[config.mk]
export PLATFORM = sky130hd
export DESIGN_NAME = lvl_intc
export DESIGN_NICKNAME = d
export VERILOG_FILES = /design/src/rtl/lvl_intc.sv
export SDC_FILE = /design/constraint.sdc
export NUM_CORES = 1
export LEC_CHECK = 0
export ABC_AREA = 1
export BUFFER_PORTS_ARGS = -buffer_cell sky130_fd_sc_hd__clkbuf_2
export CAP_MARGIN = 20
export CORE_ASPECT_RATIO = 2
export CORE_UTILIZATION = 40
export CTS_BUF_LIST = sky130_fd_sc_hd__clkbuf_16
export DETAILED_ROUTE_END_ITERATION = 8
export PLACE_DENSITY_LB_ADDON = 0.05
export REMOVE_ABC_BUFFERS = 1
export SLEW_MARGIN = 20
export SYNTH_ARGS = -nofsm -noshare
export SYNTH_HDL_FRONTEND = slang
export SYNTH_SLANG_ARGS = --single-unit
export TNS_END_PERCENT = 100
[constraint.sdc]
create_clock -name clk -period 2.02 [get_ports clk]
set_clock_uncertainty 0.2 [all_clocks]
set_input_delay 0.202 -clock clk [delete_from_list [all_inputs] [get_ports clk]]
set_output_delay 0.202 -clock clk [all_outputs]
set_load 0.005 [all_outputs]
[src/rtl/lvl_intc.sv]
module lvl_intc #(
  parameter int          DW    = 32,
  parameter int          AW    = 4,
  parameter logic [DW-1:0] VALID = 32'h003F_FFFF
) (
  input  logic          clk,
  input  logic          rst_n,
  input  logic [DW-1:0] req,
  input  logic          bus_sel,
  input  logic          bus_wr,
  input  logic [AW-1:0] bus_addr,
  input  logic [DW-1:0] bus_wdata,
  output logic [DW-1:0] bus_rdata,
  output logic          irq_o,
  output logic          fiq_o
);
  localparam logic [AW-1:0] A_RAW    = AW'(0);
  localparam logic [AW-1:0] A_IRQST  = AW'(1);
  localparam logic [AW-1:0] A_IRQEN  = AW'(2);
  localparam logic [AW-1:0] A_IRQSET = AW'(3);
  localparam logic [AW-1:0] A_IRQCLR = AW'(4);
  localparam logic [AW-1:0] A_FIQST  = AW'(5);
  localparam logic [AW-1:0] A_FIQEN  = AW'(6);
  localparam logic [AW-1:0] A_FIQSET = AW'(7);
  localparam logic [AW-1:0] A_FIQCLR = AW'(8);

  logic [DW-1:0] irq_en, fiq_en;
  logic [DW-1:0] raw, irq_st, fiq_st;
  logic          wr;

  assign wr     = bus_sel & bus_wr;
  assign raw    = req & VALID;
  assign irq_st = raw & irq_en;
  assign fiq_st = raw & fiq_en;
  assign irq_o  = |irq_st;
  assign fiq_o  = |fiq_st;

  always_ff @(posedge clk or negedge rst_n) begin
    if (!rst_n) begin
      irq_en <= '0;
      fiq_en <= '0;
    end else if (wr) begin
      if (bus_addr == A_IRQSET) irq_en <= (irq_en | bus_wdata) & VALID;
      if (bus_addr == A_IRQCLR) irq_en <= irq_en & ~bus_wdata;
      if (bus_addr == A_FIQSET) fiq_en <= (fiq_en | bus_wdata) & VALID;
      if (bus_addr == A_FIQCLR) fiq_en <= fiq_en & ~bus_wdata;
    end
  end

  always_comb begin
    case (bus_addr)
      A_RAW:   bus_rdata = raw;
      A_IRQST: bus_rdata = irq_st;
      A_IRQEN: bus_rdata = irq_en;
      A_FIQST: bus_rdata = fiq_st;
      A_FIQEN: bus_rdata = fiq_en;
      default: bus_rdata = '0;
    endcase
  end
endmodule

# After elaboration in Yosys (flattened, before gate mapping)

Index checks and enable logic that the tools add are counted.

Register bits: 64
Bits in latches: 0
Memory bits (writable): 0
Memory bits (read-only): 0
Input bits: 72
Output and inout bits: 34
Memories: 0

Add/sub/neg operators: 0
Multiply operators: 0
Div/mod/pow operators: 0
Order comparisons: 0
Equality and inequality tests: 8
Shift-type cells: 0
Mux-type cells: 5
Bitwise gates (word level): 8
Reductions and logical operators: 7

Operator list:

| operator             | count |
|---|---|
| $pmux W32 S5         | 1 |
| $mux W32             | 4 |
| $and A22 B32 Y32     | 2 |
| $and A32 B32 Y32     | 2 |
| $reduce_or A32 Y1    | 2 |
| $or A22 B22 Y22      | 2 |
| $not A32 Y32         | 1 |
| $eq A4 B3 Y1 const B | 4 |
| $eq A4 B2 Y1 const B | 2 |
| $eq A4 B1 Y1 const B | 1 |
| $eq A4 B4 Y1 const B | 1 |
| $logic_not A4 Y1     | 1 |
| $reduce_and A2 Y1    | 2 |
| $reduce_bool A2 Y1   | 2 |
| $and A1 B1 Y1        | 1 |

# Depth between registers and ports, before layout

Gate-level depths: netlist of run 1.

Depth in word-level cells: 3
Depth in mapped cells: 8

# Worst setup path after synthesis of run 1

OpenSTA, ideal clock, no wires.

Path type: input to output
Start: in bus_addr[1]
End: out bus_rdata[12]
Arrival time: 0.994 ns
Required time: 1.618 ns
Slack: 0.624 ns
Cell stages on the path: 7
Path buffers: 1
Cells stage by stage: inv_1 nor2_2 clkbuf_1 nand3_1 o21ai_0 inv_1 nand2_1

Cells in the longest elaborated chain, start to end: 2
Elaborated cells between the ends (all ways): 6
Those cells by class: eq/ne: 4; mux: 1; reduce/logical: 1

Ends and longest elaborated chain:

| item                                 | line | text |
|---|---|---|
| start, declared                      | 11   | `input logic [AW-1:0] bus_addr,` |
| $eq A4 B3 Y1 (tied with other cells) | 51   | `case (bus_addr)` |
| $pmux W32 S5 *                       | 51   |  |
| end, declared                        | 13   | `output logic [DW-1:0] bus_rdata,` |

Mark *: on every way between the ends. The rest lies on a longest branch, timed or not.

# Worst setup path after layout of run 1

Start: in bus_addr[0]
End: out bus_rdata[9]

The elaborated chain is that of the path after synthesis.

==> results of run 1 <==
cells in the mapped netlist, drive strengths merged:
master | instances | share of area [%]
nand2 | 203 | 18
nand3 | 148 | 17
dfrtp | 64 | 37
nand4 | 63 | 9.1
nor2 | 58 | 5.3
o21ai | 44 | 5.1
inv | 42 | 3.7
clkbuf | 23 | 2.0
buf | 22 | 2.4
o2111ai | 1 | 0.20
report_power, final:
part	switching [mW]	internal [mW]
registers	0.151	1.45
logic	0.489	0.304
clock network	0.586	0.941
total	1.23	2.70
critical path: stages:
cell      delay (ns)
clkbuf_2        0.14
inv_1           0.09
nor2_2          0.20
nand2_1         0.10
buf_4           0.20
o21ai_0         0.21
nor2_1          0.07
nand2_1         0.10
clkbuf_2        0.12
layer usage:
metal / vias to the layer above / part of all wire [%] / track usage, %
met5: - / 0 / 0
met4: 0 / 3.1 / 12.9
met3: 38 / 4.4 / 4.26
met2: 160 / 52 / 49.6
met1: 2362 / 40 / 33.2
li1: 2510 / - / -
layout make-up:
class	count	area share (%)
Sequential cell	64	28.1
Clock buffer	9	3.96
Tap cell	137	3.01
Clock inverter	7	1.10
Timing Repair Buffer	157	19.3
Multi-Input combinational cell	517	41.7
Inverter	42	2.77
cell families after synthesis:
| family | after synthesis | share of synthesized area, % |
|---|---|---|
| AOI/OAI and AO/OA | 45 | 5.31 |
| DFF | 64 | 37.2 |
| buffers and inverters | 87 | 8.07 |
| and+or+nand+nor | 472 | 49.5 |
path summary, 6_finish.rpt:
kind / start / end / slack, ns
min: bus_wr / flop / 0.13
min in group asynchronous: rst_n / fiq_en[22]$_DFFE_PN0P_ / 0.22
max: bus_addr[0] / bus_rdata[9] / 0.18
max reg2reg: irq_en[25]$_DFFE_PN0P_ / irq_en[25]$_DFFE_PN0P_ / 1.14
min reg2reg: flop / flop / 0.30
max in group asynchronous: rst_n / async pin / 1.09
timing repair:
item,4_1_cts,5_1_grt
resized for setup,0,1
endpoints found under the setup margin,0,1
hold endpoints to repair,128,0
hold buffers,33,0
==> metrics.csv, run 1 <==
stage,metric,value,unit
timing,Final min period,1.84,ns
critical_path,Startpoint Class,input port,
place,Port Buffer Count,95,
critical_path,data arrival time of the critical path,1.43,ns
clocking,"Clk pin slew, worst setup/hold paths",0.05,ns
clocking,cts bufs inserted,9,
clocking,CTS Buffer Depth,2,
layout,area grow syn2layout,32.0,%
global_route,pin count of the biggest net entering global routing,65,
timing,fin crit share,90.9,%
layout,design area,5690,um^2
die,row cnt,53,
routing,1st-pass router iterations,4,
die,die area,11200,um^2
layout,multi-input logic area,2370,um^2
synth,Gate Count Post-Synth,668,
worst_hold_path,Hold Crit Class,in -> reg,
timing,Final Worst Setup Slack,0.184,ns
power_and_ir_drop,Worst IR Drop VDD,0.440,mV
timing,max_slew headroom,74.8,%
clocking,Clock Latency Late Sink,0.33,ns
critical_path,reg2reg path depth,2,
clocking,Post-CTS Setup Bufs,0,
timing,setup TNS,0,ns
timing,Max Freq,0.545,GHz
timing,endpoints failing setup,0,
timing,unrepaired setup endpoints after global routing,no,
power_and_ir_drop,PwrDens,689,nW/um^2
layout,n_diodes,0,
synth,Post-Synthesis Cell Area,4310,um^2
layout,Fillers,1110,
routing,Routed wire per std cell,16.0,um
place,dpl cells,884,
place,DP Area,5070,um^2
layout,share of layout cells above drive strength 1,18.3,%
clocking,TritonCTS clock tree,built,
die,Core Box Area,10500,um^2
routing,vias per cell,5.43,
global_route,all-layer global routing usage,28.5,%
critical_path,WP data required,1.62,ns
clocking,Sinks on Clock Net,64,
layout,Finished Layout Cells,933,
die,die width,75.4,um
timing,final hold vios,0,
synth,Mapped Avg Cell Area,6.45,um^2
synth,Synth cell types,17,
global_route,GRT overflow,0,
die,IO Count,106,
die,Starting Density,41.1,%
synth,Seq cells post-synth,64,
layout,Final #Nets,863,
timing,Slew Limit Fails,0,
die,height of the die,149,um
global_route,initial antenna violation count,0,
critical_path,Setup Crit Path Kind,in -> out,
clocking,Clock Tree Root,clkbuf_16,
routing,Routed Antenna Nets,0,
run_status,status,"finished, final reports clean",
global_route,first-pass GRT wire length,23900,um
worst_hold_path,Hold Path Depth,5,
routing,total number of vias,5070,
layout,final core utilization,54.3,%
routing,final wirelength,14900,um
routing,Initial DRC Count,305,
synth,"Warnings, synthesis",0,
place,HPWL after DPL,9900,um
critical_path,CP max FO,12,
power_and_ir_drop,Final Power,3.92,mW
layout,"most common cell after layout, fill and taps aside",nand2_1,
power_and_ir_drop,static leakage,2.81,nW
critical_path,Worst Setup End Kind,primary output,
timing,hold slack,0.125,ns
clocking,htree depth,3,
place,GP Congestion,0.925,
routing,DRC Markers,0,
run,Max-Cap Viols,0,
layout,most frequent cells in the layout,"nand2_1 (201), nand3_1 (148), clkbuf_2 (95)",
synth,sequential share of the synthesized area,37.2,%
global_route,vias in the first global route,4999,
layout,register area,1600,um^2
timing,Worst Tran Pin Value,0.379,ns
place,"worst slack, placed",0.167,ns
No activity file was read; power rests on OpenSTA's default activity.
==> run 2: changes to the inputs <==
Settings changed: CORE_MARGIN set to 2, CTS_BUF_LIST sky130_fd_sc_hd__clkbuf_16 to sky130_fd_sc_hd__clkbuf_8, MAX_ROUTING_LAYER set to met4.
==> metrics.csv, run 2 (synthesis results as in run 1) <==
stage,metric,value,unit,change
clocking,CTS Buffer Depth,2,,unchanged
clocking,Post-CTS Setup Bufs,0,,unchanged
critical_path,WP data required,1.62,ns,about the same
worst_hold_path,Hold Path Depth,5,,unchanged
die,Starting Density,41.1,%,unchanged
critical_path,Setup Crit Path Kind,reg -> out,,
place,GP Congestion,0.870,,-5.9%
global_route,all-layer global routing usage,27.0,%,-1.5 points
routing,total number of vias,5046,,-0.47%
die,Core Box Area,10500,um^2,unchanged
run_status,status,"finished, final reports clean",,
power_and_ir_drop,static leakage,2.77,nW,-1.3%
die,die width,77.4,um,+2.7%
critical_path,register-to-register setup slack,1.12,ns,-0.02 ns
critical_path,Startpoint Class,flop,,
die,height of the die,151,um,+1.3%
worst_hold_path,hold path start,bus_wr,,
global_route,GRT overflow,0,,unchanged
clocking,Clock Tree Root,clkbuf_8,,
layout,register area,1600,um^2,unchanged
die,row cnt,53,,unchanged
routing,Routed wire per std cell,16.0,um,about the same
place,"worst slack, placed",0.195,ns,+0.0278 ns
place,Port Buffer Count,95,,unchanged
clocking,Clock Latency Late Sink,0.36,ns,+0.03 ns
power_and_ir_drop,Worst IR Drop VDD,0.368,mV,-16%
layout,share of layout cells above drive strength 1,18.2,%,-0.18 points
routing,1st-pass router iterations,5,,+1
clocking,hold_buf cts,33,,unchanged
layout,"most common cell after layout, fill and taps aside",nand2_1,,
routing,final wirelength,14900,um,-0.29%
global_route,pin count of the biggest net entering global routing,65,,unchanged
clocking,TritonCTS clock tree,built,,
routing,Routed Antenna Nets,0,,unchanged
timing,unrepaired setup endpoints after global routing,no,,
layout,most frequent cells in the layout,"nand2_1 (201), nand3_1 (148), clkbuf_2 (95)",,
routing,DRC Markers,0,,unchanged
timing,Max Freq,0.537,GHz,-1.3%
critical_path,CP max FO,3,,-9
critical_path,reg2reg path depth,2,,unchanged
global_route,initial antenna violation count,0,,unchanged
timing,Final min period,1.86,ns,+0.0248 ns
worst_hold_path,Hold Crit Class,in -> reg,,
clocking,Resize count post-CTS,0,,unchanged
run,Max-Cap Viols,0,,unchanged
clocking,"Clk pin slew, worst setup/hold paths",0.07,ns,+0.02 ns
timing,setup TNS,0,ns,unchanged
clocking,cts bufs inserted,9,,unchanged
timing,Worst Tran Pin Value,0.381,ns,+0.00283 ns
timing,final hold vios,0,,unchanged
timing,Final Worst Setup Slack,0.159,ns,-0.0248 ns
clocking,htree depth,3,,unchanged
critical_path,FF-to-FF Start,irq_en[23]$_DFFE_PN0P_,,
clocking,Sinks on Clock Net,64,,unchanged
layout,multi-input logic area,2370,um^2,-0.11%
timing,fin crit share,92.1,%,+1.2 points
critical_path,data arrival time of the critical path,1.46,ns,+0.03 ns
routing,vias per cell,5.43,,-0.15%
power_and_ir_drop,Final Power,3.45,mW,-12%
global_route,first-pass GRT wire length,24000,um,+0.58%
power_and_ir_drop,PwrDens,615,nW/um^2,-11%
layout,n_diodes,0,,unchanged
die,IO Count,106,,unchanged
timing,Slew Limit Fails,0,,unchanged
timing,max_slew headroom,74.6,%,-0.19 points
timing,endpoints failing setup,0,,unchanged
global_route,vias in the first global route,4776,,-4.5%
layout,Fillers,1106,,-0.36%
place,HPWL after DPL,9940,um,+0.42%
die,die area,11700,um^2,+4.0%
critical_path,reg-to-reg critical path endpoint,irq_en[23]$_DFFE_PN0P_,,
critical_path,Worst Setup End Kind,primary output,,
layout,area grow syn2layout,30.0,%,
routing,Initial DRC Count,379,,+24%
layout,Final #Nets,863,,unchanged
[run 2: area by class of cell]
type | instances | share of cell area (%)
inverters | 42 | 2.81
repair buffers | 157 | 20.0
multi-input cells | 517 | 42.3
well taps | 137 | 3.06
clock buffers | 13 | 3.19
flip-flops and latches | 64 | 28.6
[run 2: worst max-delay path: stages, from the launching register on]
cell,delay (ns)
dfrtp_1,0.41
nand2_1,0.10
nand4_1,0.11
nor2_1,0.23
nand3_1,0.13
clkbuf_2,0.13
[run 2: metal layers]
metal / track usage (%) / wire length (um) / vias to the layer above
li1: - / - / 2499
met1: 32.3 / 6250 / 2395
met2: 47.7 / 7870 / 134
met3: 2.86 / 541 / 18
met4: 8.39 / 246 / 0
met5: - / 0 / -
[run 2: how the worst max path moves through the flow]
stage	depth (start not counted)	from	to
2_1_floorplan	6	bus_addr[1]	fiq_en[22]$_DFFE_PN0P_
3_3_place_gp	9	bus_addr[0]	fiq_en[30]$_DFFE_PN0P_
3_5_place_dp	9	bus_addr[0]	fiq_en[27]$_DFFE_PN0P_
4_1_cts	5	flop	irq_o
5_1_grt	5	flop	irq_o
6_report	5	flop	irq_o
[run 2: through the flow]
step	utilization, %	hold slack (ns)	cells	area (um^2)
floorplan	-	-0.294	623	4120
global route	53.5	0.127	930	5600
global placement	48.6	0.0576	884	5090
CTS	53.5	0.0945	930	5600
finish	53.5	0.104	930	5600
detailed placement	48.6	0.0628	884	5090
[run 2: where the power goes]
| group | total, mW | switching [mW] | internal [mW] | leakage, nW |
|---|---|---|---|---|
| clock | 1.06 | 0.499 | 0.560 | 0.0935 |
| combinational | 0.791 | 0.483 | 0.308 | 1.82 |
| sequential | 1.60 | 0.149 | 1.45 | 0.852 |
==> run 3: changes to the inputs <==
Settings changed: CTS_BUF_LIST sky130_fd_sc_hd__clkbuf_8 to unset, PLACE_DENSITY set to 0.71, PLACE_DENSITY_LB_ADDON 0.05 to unset.
==> metrics.csv, run 3 (synthesis results as in run 1) <==
stage,metric,value,unit,change
run_status,status,"finished, final reports clean",,
power_and_ir_drop,Clock power frac,39.4,%,+8.7 points
timing,fin crit share,91.7,%,-0.40 points
power_and_ir_drop,internal power,2.78,mW,+20%
critical_path,"Largest stage delay, worst path",0.41,ns,about the same
clocking,htree depth,3,,unchanged
place,HPWL after DPL,10700,um,+7.3%
routing,Routed wire per std cell,16.4,um,+2.6%
timing,Worst Tran Pin Value,0.651,ns,+0.270 ns
timing,Final Worst Setup Slack,0.167,ns,+0.00808 ns
layout,Fillers,1068,,-3.4%
layout,register area,1600,um^2,unchanged
global_route,pin count of the biggest net entering global routing,39,,-40%
critical_path,Startpoint Class,flop,,
timing,unrepaired setup endpoints after global routing,no,,
critical_path,Worst Setup End Kind,primary output,,
clocking,Sinks on Clock Net,64,,unchanged
place,"worst slack, placed",0.167,ns,-0.0280 ns
routing,Initial DRC Count,382,,+0.79%
die,row cnt,53,,unchanged
layout,design area,5730,um^2,+2.2%
timing,setup TNS,0,ns,unchanged
power_and_ir_drop,Comb pwr share,20.4,%,-2.5 points
clocking,Clock Latency Late Sink,0.32,ns,-0.04 ns
layout,"most common cell after layout, fill and taps aside",nand2_1,,
run,Max-Cap Viols,0,,unchanged
layout,area grow syn2layout,32.8,%,
global_route,GRT overflow,0,,unchanged
timing,hold slack,0.00167,ns,-0.102 ns
critical_path,CP max FO,3,,unchanged
global_route,initial antenna violation count,1,,+1
layout,multi-input logic area,2370,um^2,-0.21%
critical_path,WP data required,1.62,ns,about the same
critical_path,Setup Crit Path Kind,reg -> out,,
timing,Max Freq,0.540,GHz,+0.44%
timing,Final min period,1.85,ns,-0.00808 ns
power_and_ir_drop,static leakage,2.83,nW,+2.4%
place,dpl cells,887,,+0.34%
global_route,first-pass GRT wire length,24600,um,+2.4%
timing,Slew Limit Fails,0,,unchanged
place,DP Area,5110,um^2,+0.34%
layout,share of layout cells above drive strength 1,18.6,%,+0.41 points
timing,final hold vios,0,,unchanged
die,die area,11700,um^2,unchanged
clocking,TritonCTS clock tree,built,,
routing,vias per cell,5.78,,+6.5%
global_route,vias in the first global route,5299,,+11%
routing,DRC Markers,0,,unchanged
place,GP Congestion,0.947,,+8.8%
die,height of the die,151,um,unchanged
power_and_ir_drop,Seq pwr share,40.2,%,-6.1 points
clocking,"Clk pin slew, worst setup/hold paths",0.06,ns,about the same
power_and_ir_drop,PwrDens,694,nW/um^2,+13%
power_and_ir_drop,sw frac,30.1,%,-2.7 points
die,Starting Density,41.1,%,unchanged
clocking,Clock Tree Root,clkbuf_16,,
layout,most frequent cells in the layout,"nand2_1 (201), nand3_1 (148), clkbuf_2 (95)",,
critical_path,crit path max-delay cell type,dfrtp_1,,
power_and_ir_drop,Final Power,3.98,mW,+15%
routing,total number of vias,5403,,+7.1%
routing,1st-pass router iterations,5,,unchanged
die,IO Count,106,,unchanged
routing,Routed Antenna Nets,0,,unchanged
timing,endpoints failing setup,0,,unchanged
layout,Final #Nets,864,,+0.12%
clocking,Resize count post-CTS,0,,unchanged
global_route,all-layer global routing usage,27.5,%,+0.48 points
die,die width,77.4,um,unchanged
die,Core Box Area,10500,um^2,unchanged
layout,final core utilization,54.6,%,+1.2 points
clocking,cts bufs inserted,9,,unchanged
power_and_ir_drop,NetSw,1.20,mW,+5.7%
critical_path,data arrival time of the critical path,1.45,ns,about the same
clocking,CTS Buffer Depth,2,,unchanged
layout,Finished Layout Cells,935,,+0.54%
worst_hold_path,Hold Crit Class,in -> reg,,
timing,max_slew headroom,56.6,%,-18 points
power_and_ir_drop,Worst IR Drop VDD,0.527,mV,+43%
critical_path,sequence of cells on the critical path,nand2_1 > nand4_1 > nor2_1 > nand3_1 > clkbuf_2,,
routing,final wirelength,15400,um,+3.2%
place,Port Buffer Count,95,,unchanged
==> run 3: cell count changes in the layout (fill, tap and decap cells not counted) <==
cell	change
buf_4	+3
bufinv_16	+1
clkbuf_1	+2
clkbuf_16	+9
clkbuf_8	-11
clkinv_2	+2
diode_2	+1
dlygate4sd3_1	-2
nor2_2	+1
nor2_4	-1
==> run 3: path summary, 6_finish.rpt <==
kind,startpoint,to,slack [ns],cells after the start
worst max-delay path,flop,irq_o,0.17,5
worst min register to register,flop,flop,0.29,2
min in group asynchronous,rst_n,async pin,0.23,2
worst min-delay path,bus_wdata[28],fiq_en[28]$_DFFE_PN0P_,0.002,4
worst max register to register,fiq_en[25]$_DFFE_PN0P_,fiq_en[25]$_DFFE_PN0P_,1.11,2
max in group asynchronous,rst_n,fiq_en[24]$_DFFE_PN0P_,0.73,3
==> run 3: worst max-delay path, delay by kind of cell, from the launching register on <==
| kind | cells | cell delay [ns] |
|---|---|---|
| simple gates | 4 | 0.58 |
| buf+inv | 1 | 0.13 |
| flops | 1 | 0.41 |
==> run 3: layout make-up <==
| class | instances | area share (%) |
|---|---|---|
| diodes | 1 | 0.0437 |
| clock buffers | 13 | 4.55 |
| clock inverters | 3 | 0.699 |
| inverters | 42 | 2.75 |
| multi-input cells | 517 | 41.3 |
| flip-flops and latches | 64 | 28.0 |
| well taps | 137 | 2.99 |
| repair buffers | 158 | 19.7 |
==> run 3: metal layers <==
layer | part of all wire, % | track usage [%]
met1 | 35 | 28.4
met4 | 6.6 | 19.5
met3 | 6.9 | 3.04
met2 | 51 | 48.1
met5 | 0 | -
==> run 3: power by group through the flow <==
stage | clock [mW] | sequential [mW] | combinational, mW
floorplan | 0 | 1.58 | 0.389
global placement | 0 | 1.61 | 0.724
detailed placement | 0 | 1.61 | 0.749
CTS | 1.58 | 1.59 | 0.801
global route | 1.64 | 1.62 | 0.899
finish | 1.57 | 1.60 | 0.811
==> run 3: repair_timing <==
action                                 4_1_cts  5_1_grt
endpoints found under the hold margin       77        0
hold buffers                                31        0
buffers inserted                             0        0
